===== config.mk =====
export PLATFORM = sky130hd
export DESIGN_NAME = lc_engine
export DESIGN_NICKNAME = d
export VERILOG_FILES = /design/src/rtl/lc_pkg.sv /design/src/rtl/lc_history.sv /design/src/rtl/lc_discrepancy.sv /design/src/rtl/lc_poly_update.sv /design/src/rtl/lc_step_ctrl.sv /design/src/rtl/lc_engine.sv
export SDC_FILE = /design/constraint.sdc
export NUM_CORES = 1
export LEC_CHECK = 0
export CAP_MARGIN = 0
export CORE_UTILIZATION = 59
export CTS_CLUSTER_DIAMETER = 120
export DETAILED_ROUTE_END_ITERATION = 8
export DONT_BUFFER_PORTS = 1
export GPL_ROUTABILITY_DRIVEN = 0
export GPL_TIMING_DRIVEN = 1
export PLACE_DENSITY = 0.9
export SYNTH_ARGS = -nofsm -noshare
export SYNTH_HDL_FRONTEND = slang
export SYNTH_SLANG_ARGS = --single-unit

===== constraint.sdc =====
create_clock -name clk -period 2.73 [get_ports clk]
set_input_delay 0.546 -clock clk [delete_from_list [all_inputs] [get_ports clk]]
set_output_delay 0.546 -clock clk [all_outputs]
set_load 0.01 [all_outputs]

===== src/rtl/lc_pkg.sv =====
package lc_pkg;

    // Kind of update applied to the engine state in one cycle
    typedef enum logic [1:0] {
        LC_HOLD   = 2'd0,  // no bit accepted
        LC_KEEP   = 2'd1,  // bit accepted, discrepancy zero
        LC_ADJUST = 2'd2,  // discrepancy one, length unchanged
        LC_GROW   = 2'd3   // discrepancy one, length increases
    } lc_step_e;

endpackage


===== src/rtl/lc_history.sv =====
// Shift register of received bits; hist_o[0] holds the newest bit.
module lc_history #(
    parameter int N_MAX = 64
) (
    input  logic             clk,
    input  logic             rst_n,
    input  logic             clear_i,
    input  logic             shift_i,
    input  logic             bit_i,
    output logic [N_MAX-1:0] hist_o
);
    logic [N_MAX-1:0] hist_d, hist_q;

    always_comb begin
        hist_d = hist_q;
        if (clear_i) begin
            hist_d = '0;
        end else if (shift_i) begin
            hist_d = {hist_q[N_MAX-2:0], bit_i};
        end
    end

    always_ff @(posedge clk or negedge rst_n) begin
        if (!rst_n) begin
            hist_q <= '0;
        end else begin
            hist_q <= hist_d;
        end
    end

    assign hist_o = hist_q;
endmodule


===== src/rtl/lc_discrepancy.sv =====
// Discrepancy: incoming bit XOR parity of (c_i AND s_(n-i)) for i = 1..N_MAX.
module lc_discrepancy #(
    parameter int N_MAX = 64
) (
    input  logic [N_MAX:1]   taps_i,
    input  logic [N_MAX-1:0] hist_i,
    input  logic             bit_i,
    output logic             disc_o
);
    logic [N_MAX-1:0] prod;

    genvar gi;
    generate
        for (gi = 0; gi < N_MAX; gi++) begin : g_prod
            assign prod[gi] = taps_i[gi+1] & hist_i[gi];
        end
    endgenerate

    assign disc_o = bit_i ^ (^prod);
endmodule


===== src/rtl/lc_poly_update.sv =====
// Correction term: c_i XOR (b_i shifted up by gap_i).
module lc_poly_update #(
    parameter int N_MAX = 64,
    parameter int GW    = 7
) (
    input  logic [N_MAX:0]  c_i,
    input  logic [N_MAX:0]  b_i,
    input  logic [GW-1:0]   gap_i,
    output logic [N_MAX:0]  c_o
);
    logic [N_MAX:0] b_shift;

    always_comb begin
        b_shift = b_i << gap_i;
        c_o     = c_i ^ b_shift;
    end
endmodule


===== src/rtl/lc_step_ctrl.sv =====
// Chooses the update kind from handshake, discrepancy and the 2L <= n test.
module lc_step_ctrl
    import lc_pkg::*;
#(
    parameter int LW = 7
) (
    input  logic          accept_i,
    input  logic          disc_i,
    input  logic [LW-1:0] len_i,
    input  logic [LW-1:0] cnt_i,
    output lc_step_e      step_o
);
    logic [LW:0] twice_len;
    logic [LW:0] cnt_ext;

    always_comb begin
        twice_len = {len_i, 1'b0};
        cnt_ext   = {1'b0, cnt_i};
        if (!accept_i) begin
            step_o = LC_HOLD;
        end else if (!disc_i) begin
            step_o = LC_KEEP;
        end else if (twice_len <= cnt_ext) begin
            step_o = LC_GROW;
        end else begin
            step_o = LC_ADJUST;
        end
    end
endmodule


===== src/rtl/lc_engine.sv =====
module lc_engine
    import lc_pkg::*;
#(
    parameter int N_MAX = 64
) (
    input  logic                       clk,
    input  logic                       rst_n,
    input  logic                       clear_i,
    input  logic                       bit_valid_i,
    input  logic                       bit_i,
    output logic                       bit_ready_o,
    output logic [$clog2(N_MAX+1)-1:0] lin_cx_o,
    output logic [N_MAX:0]             conn_poly_o,
    output logic [$clog2(N_MAX+1)-1:0] prefix_len_o
);
    localparam int LW = $clog2(N_MAX + 1);
    localparam int GW = $clog2(N_MAX + 2);
    localparam logic [LW-1:0] LAST_N = LW'(N_MAX);
    localparam logic [N_MAX:0] POLY_ONE = {{N_MAX{1'b0}}, 1'b1};

    typedef struct packed {
        logic [N_MAX:0] c;     // current connection polynomial
        logic [N_MAX:0] b;     // polynomial before the last length change
        logic [LW-1:0]  l;     // linear complexity
        logic [LW-1:0]  n;     // bits accepted
        logic [GW-1:0]  gap;   // n minus index of last length change
    } lc_state_t;

    lc_state_t st_d, st_q;

    logic             ready;
    logic             accept;
    logic             disc;
    logic [N_MAX-1:0] hist;
    logic [N_MAX:0]   c_fixed;
    lc_step_e         step;
    logic [LW:0]      l_grow;

    assign ready  = (st_q.n != LAST_N);
    assign accept = bit_valid_i & ready & ~clear_i;

    lc_history #(.N_MAX(N_MAX)) u_hist (
        .clk     (clk),
        .rst_n   (rst_n),
        .clear_i (clear_i),
        .shift_i (accept),
        .bit_i   (bit_i),
        .hist_o  (hist)
    );

    lc_discrepancy #(.N_MAX(N_MAX)) u_disc (
        .taps_i (st_q.c[N_MAX:1]),
        .hist_i (hist),
        .bit_i  (bit_i),
        .disc_o (disc)
    );

    lc_poly_update #(.N_MAX(N_MAX), .GW(GW)) u_upd (
        .c_i   (st_q.c),
        .b_i   (st_q.b),
        .gap_i (st_q.gap),
        .c_o   (c_fixed)
    );

    lc_step_ctrl #(.LW(LW)) u_ctrl (
        .accept_i (accept),
        .disc_i   (disc),
        .len_i    (st_q.l),
        .cnt_i    (st_q.n),
        .step_o   (step)
    );

    always_comb begin
        st_d   = st_q;
        l_grow = {1'b0, st_q.n} + {{LW{1'b0}}, 1'b1} - {1'b0, st_q.l};
        if (clear_i) begin
            st_d.c   = POLY_ONE;
            st_d.b   = POLY_ONE;
            st_d.l   = '0;
            st_d.n   = '0;
            st_d.gap = GW'(1);
        end else begin
            unique case (step)
                LC_HOLD: begin
                    st_d = st_q;
                end
                LC_KEEP: begin
                    st_d.n   = st_q.n + LW'(1);
                    st_d.gap = st_q.gap + GW'(1);
                end
                LC_ADJUST: begin
                    st_d.c   = c_fixed;
                    st_d.n   = st_q.n + LW'(1);
                    st_d.gap = st_q.gap + GW'(1);
                end
                LC_GROW: begin
                    st_d.c   = c_fixed;
                    st_d.b   = st_q.c;
                    st_d.l   = l_grow[LW-1:0];
                    st_d.n   = st_q.n + LW'(1);
                    st_d.gap = GW'(1);
                end
                default: st_d = st_q;
            endcase
        end
    end

    always_ff @(posedge clk or negedge rst_n) begin
        if (!rst_n) begin
            st_q.c   <= POLY_ONE;
            st_q.b   <= POLY_ONE;
            st_q.l   <= '0;
            st_q.n   <= '0;
            st_q.gap <= GW'(1);
        end else begin
            st_q <= st_d;
        end
    end

    assign bit_ready_o  = ready;
    assign lin_cx_o     = st_q.l;
    assign conn_poly_o  = st_q.c;
    assign prefix_len_o = st_q.n;
endmodule


==> qor.yml, run 1 <==
grt-ovfl-total: 1
syn_area_mm2: 0.0150
grt_start_max_net_pins: 220
die_x_um: 161
synth_top_flop_cell: "dfrtp_1"
cts_sinks: 215
synthArstFlopShare_pct: 100
avgSynthCellArea_um2: 8.97
netlist_instances: 1667
htreeDepth: 1
post_dp_cell_area_mm2: 0.0163
numCtsBuffers: 24
synth_seq_cells: 215
chipHeight_um: 161
yosys_warnings: 0
error: "[ERROR GRT-0232] Routing congestion too high. Check the congestion heatmap in the GUI."
io_pins: 85
synth_nets: 1693
synth.distinct_cells: 54
num_rows: 57
cts_root_buf: "clkbuf_16"
status: "stopped before the end"
dp.cells: 2030
cts_buffer_depth: 3
synth_edf_count: 0
grt_usage_pct: 73.6
dp_hpwl_mm: 36.2
synth_sequential_area_ratio_pct: 36.0
placement.io_buffers: 0
flow.stopped_at: "global routing (5_1_grt)"
initial_core_util_pct: 60.8
cells by family after synthesis:
family,Yosys count,synth area share (%)
AND/OR/NAND/NOR,543,16.8
AO/OA/AOI/OAI,349,13.5
buffers and inverters,231,8.20
multiplexers,229,18.8
flip-flops,215,36.0
XOR/XNOR,79,4.87
adder cells (fa/ha/maj),21,1.81
cells in the mapped netlist, types with 2 or more instances:
| library cell | count | area (um^2) |
|---|---|---|
| o22ai_1 | 22 | 138 |
| xor2_1 | 19 | 166 |
| o31ai_1 | 55 | 413 |
| or2_2 | 4 | 25.0 |
| nor2b_1 | 50 | 313 |
| nor2_1 | 105 | 394 |
| a21oi_1 | 183 | 916 |
| mux2_2 | 112 | 1260 |
| dfrtp_1 | 212 | 5310 |
| nor3b_1 | 2 | 15.0 |
| mux4_2 | 30 | 676 |
| mux2_1 | 3 | 33.8 |
| a31oi_1 | 2 | 12.5 |
| mux2i_1 | 84 | 841 |
| nor3_1 | 14 | 70.1 |
| o22a_1 | 3 | 26.3 |
| buf_1 | 9 | 33.8 |
| buf_6 | 3 | 33.8 |
| o32ai_1 | 4 | 35.0 |
| a21o_1 | 7 | 52.6 |
| o2111ai_1 | 2 | 17.5 |
| nand3_1 | 6 | 30.0 |
| a311oi_1 | 2 | 17.5 |
| nand2_1 | 258 | 968 |
| nand4_1 | 25 | 156 |
| a211oi_1 | 7 | 52.6 |
| o21ai_0 | 52 | 260 |
| and2_1 | 4 | 25.0 |
| or4_1 | 35 | 263 |
| ha_1 | 20 | 250 |
| o21bai_1 | 2 | 15.0 |
| o21a_1 | 2 | 15.0 |
| clkbuf_1 | 91 | 342 |
| dfstp_2 | 3 | 78.8 |
| buf_2 | 21 | 105 |
| xnor2_1 | 57 | 499 |
| buf_4 | 83 | 623 |
| inv_1 | 23 | 86.3 |
| or3_1 | 36 | 225 |
per-layer routing:
layer / GRT usage [%] / GRT overflow
met3: 68.5 / 0
met2: 84.3 / 0
met5: 56.3 / 0
met1: 71.6 / 0
met4: 67.5 / 1
metrics by stage:
step	hold slack (ps)	util [%]	worst slack [ps]
detailed placement	268	66.1	-439
global placement	267	66.1	-394
CTS	-284	72.2	-334
floorplan	250	-	1.95
repair_timing:
action,CTS
pin swaps,39
setup endpoints to repair,144
hold endpoints to repair,215
setup buffers,5
cloned,6
gates resized for setup,105
==> run 2: changes to the inputs <==
Settings changed: CORE_UTILIZATION 59 to 40, CTS_CLUSTER_DIAMETER 120 to unset, PLACE_DENSITY 0.9 to unset, PLACE_DENSITY_LB_ADDON set to 0.15.
Clock period 2.73 ns to 3.5 ns, I/O delays scaled along.
==> run 2 against run 1 <==
The flow now finishes, with violations (hold timing). Synthesized cell count unchanged. Synthesized area unchanged.
==> qor.yml, run 2 <==
busiest_layer: "met2"
dp_hpwl_mm: 37.1  # was 36.2 mm
die_area_mm2: 0.0382
htreeDepth: 1  # unchanged
cellPowerDensity_mw_per_mm2: 381
hold_viol: 212
synth_top_cell_by_area: "dfrtp_1"  # unchanged
netlist_instances: 1667  # unchanged
final_common_cell: "nand2_1"
clk_pin_slew_ps: 60
syn2layout_area_growth_pct: 7.38
synth_top_flop_cell: "dfrtp_1"  # unchanged
grt_antenna_before_repair: 0
status: "finished, violations left"  # was stopped before the end
fmax_mhz: 305
cts_tree: "yes"
io_pins: 85  # unchanged
cap_violations: 0
internal_power_uw: 4440
die_x_um: 195  # was 161 um
avgSynthCellArea_um2: 8.97  # unchanged
synth_edf_count: 0  # unchanged
synth.most_common_cell: "nand2_1"  # unchanged
finalMaxSlewViolations: 0
ys_top_cells_by_count: "nand2_1 (258), dfrtp_1 (212), a21oi_1 (183), mux2_2 (112), nor2_1 (105)"  # unchanged
finalClockSkew_ps: 21.2
grt_start_max_net_pins: 220
critPathLaunchType: "flop"
startpoint: "st_q[0]$_DFFE_PN1P_"
grt_setup_unrepaired: "no"
synth_nets: 1693  # unchanged
cp.arrival_ps: 3750
r2r-start: "st_q[0]$_DFFE_PN1P_"
drive_above_1_share_pct: 18.2
antenna_left: 0
required_ps: 3970
wire_per_inst_um: 24.9
gr-usage-met2_pct: 40.7
vias: 12300
drc: 0
cts_buffer_depth: 3  # unchanged
fin_nets: 1598
chipHeight_um: 195  # was 161 um
p_leak_uw: 0.00653
critPathKind: "reg -> reg"
synth_top_area_share_pct: 35.5  # unchanged
first_pass_iters: 5
via_per_inst: 5.97
cts_root_buf: "clkbuf_16"  # unchanged
synth_sequential_area_ratio_pct: 36.0  # unchanged
synth_seq_cells: 215  # unchanged
worstMarginPinSlew_ps: 1130
numCtsBuffers: 27  # was 24
grt_pass1_vias: 11700
fin_crit_ps: 3280
wl_mm: 51.3
grt_use_met1_pct: 38.4
num_rows: 70  # was 57
layout_common_cells: "nand2_1 (257), dfrtp_1 (210), a21oi_1 (183)"
place_ws_ps: 8.32  # was -439 ps
yosys_warnings: 0  # unchanged
top_register: "st_q"
synth.distinct_cells: 54  # unchanged
worst_slack_ps: 223
seqPwrFrac_pct: 42.2
fin_crit_sh_pct: 93.6
p_clk_share_pct: 45.7
worstPathMaxFanout: 19
finalSetupViolations: 0
violations: "hold timing"
placement.io_buffers: 0  # unchanged
cts_sinks: 215  # unchanged
initial_core_util_pct: 40.8  # was 60.8%
coreArea_mm2: 0.0367
holdWs_ps: -164
initialDrtViolationCount: 1269
num_antenna_cells: 0
fin_total_pwr_uw: 6110
swShare_pct: 27.4
hold_class: "in -> async"
use_met3_pct: 5.70
syn_area_mm2: 0.0150  # unchanged
grt_pass1_wl_mm: 77.0
grt-ovfl-total: 0
largest_register_ffs: 72
combPwrFrac_pct: 12.1
slew_headroom_pct: 24.8
netlist_top_cells_area: "dfrtp_1 (35%), mux2_2 (8.4%), nand2_1 (6.5%)"  # unchanged
clkLatencyLatePin_ps: 560
worstSetupEndpointType: "flop"
p_sw_uw: 1680
setup_tns_ps: 0
grt_usage_pct: 26.9
ir_drop_mv: 0.497
r2r_cells: 9
synthArstFlopShare_pct: 100  # unchanged
[run 2: cell counts after synthesis]
No cell type changed its count.
[run 2: layout make-up]
class                   count  area (um^2)
multi-input cells        1221         8410
flip-flops and latches    215         5390
clock inverters            13          126
inverters                  24         90.1
clock buffers              34          742
repair buffers             83          723
fillers                  3599        20600
well taps                 468          586
[run 2: final timing paths]
path | endpoint | slack (ps)
max in group asynchronous | st_q[70]$_DFFE_PN0P_ | 3250
min | lin_cx_o[5]$_DFFE_PN0P_ | -160
min in group clk | prefix_len_o[6]$_DFFE_PN0P_ | 240
min reg2reg | u_hist.hist_o[63]$_DFFE_PN0P_ | 520
max reg2reg | conn_poly_o[63]$_DFFE_PN0P_ | 220
max | conn_poly_o[63]$_DFFE_PN0P_ | 220
[run 2: worst max-delay path, cell delays in order, from the launching register on]
cell	delay [ps]
dfstp_4	790
mux4_2	570
mux2_2	290
o21ai_0	410
buf_4	220
o22ai_1	90
a211oi_2	420
buf_4	180
o21ai_0	80
a21oi_1	130
[run 2: cells by family (layout without fill, tap and decap cells)]
kind of cell             Yosys count  after routing  synth area share [%]
AND/OR/NAND/NOR                  543            543                  16.8
AO/OA/AOI/OAI                    349            349                  13.5
buffers and inverters            231            154                  8.20
multiplexers                     229            229                  18.8
flip-flops                       215            215                  36.0
XOR/XNOR                          79             79                  4.87
adder cells (fa/ha/maj)           21             21                  1.81
[run 2: timing repair]
action / 4_1_cts / 5_1_grt
gates resized for setup: 1 / 1
endpoints found under the setup margin: 1 / 1
endpoints found under the hold margin: 212 / 213
buffers inserted: 0 / 0
[run 2: routing by layer]
metal | up-vias | routed length, um
met5 | - | 0
met4 | 0 | 1450
met3 | 78 | 4420
met2 | 434 | 22700
met1 | 6148 | 22800
li1 | 5627 | -
[run 2: power by group through the flow]
stage / clock network (uW) / registers, uW / logic [uW]
detailed placement: 0 / 2630 / 729
floorplan: 0 / 2580 / 598
global route: 2940 / 2590 / 783
CTS: 2850 / 2580 / 730
finish: 2790 / 2580 / 739
global placement: 0 / 2620 / 723
[run 2: stage by stage]
step	cells	cell area [um^2]	utilization, %
after detailed placement	2011	15200	41.4
after global routing	2058	16100	43.8
after CTS	2058	16100	43.8
final	2058	16100	43.8
after global placement	2011	15200	41.4
after floorplan	1667	15000	-
(Power assumes the default switching activity.)
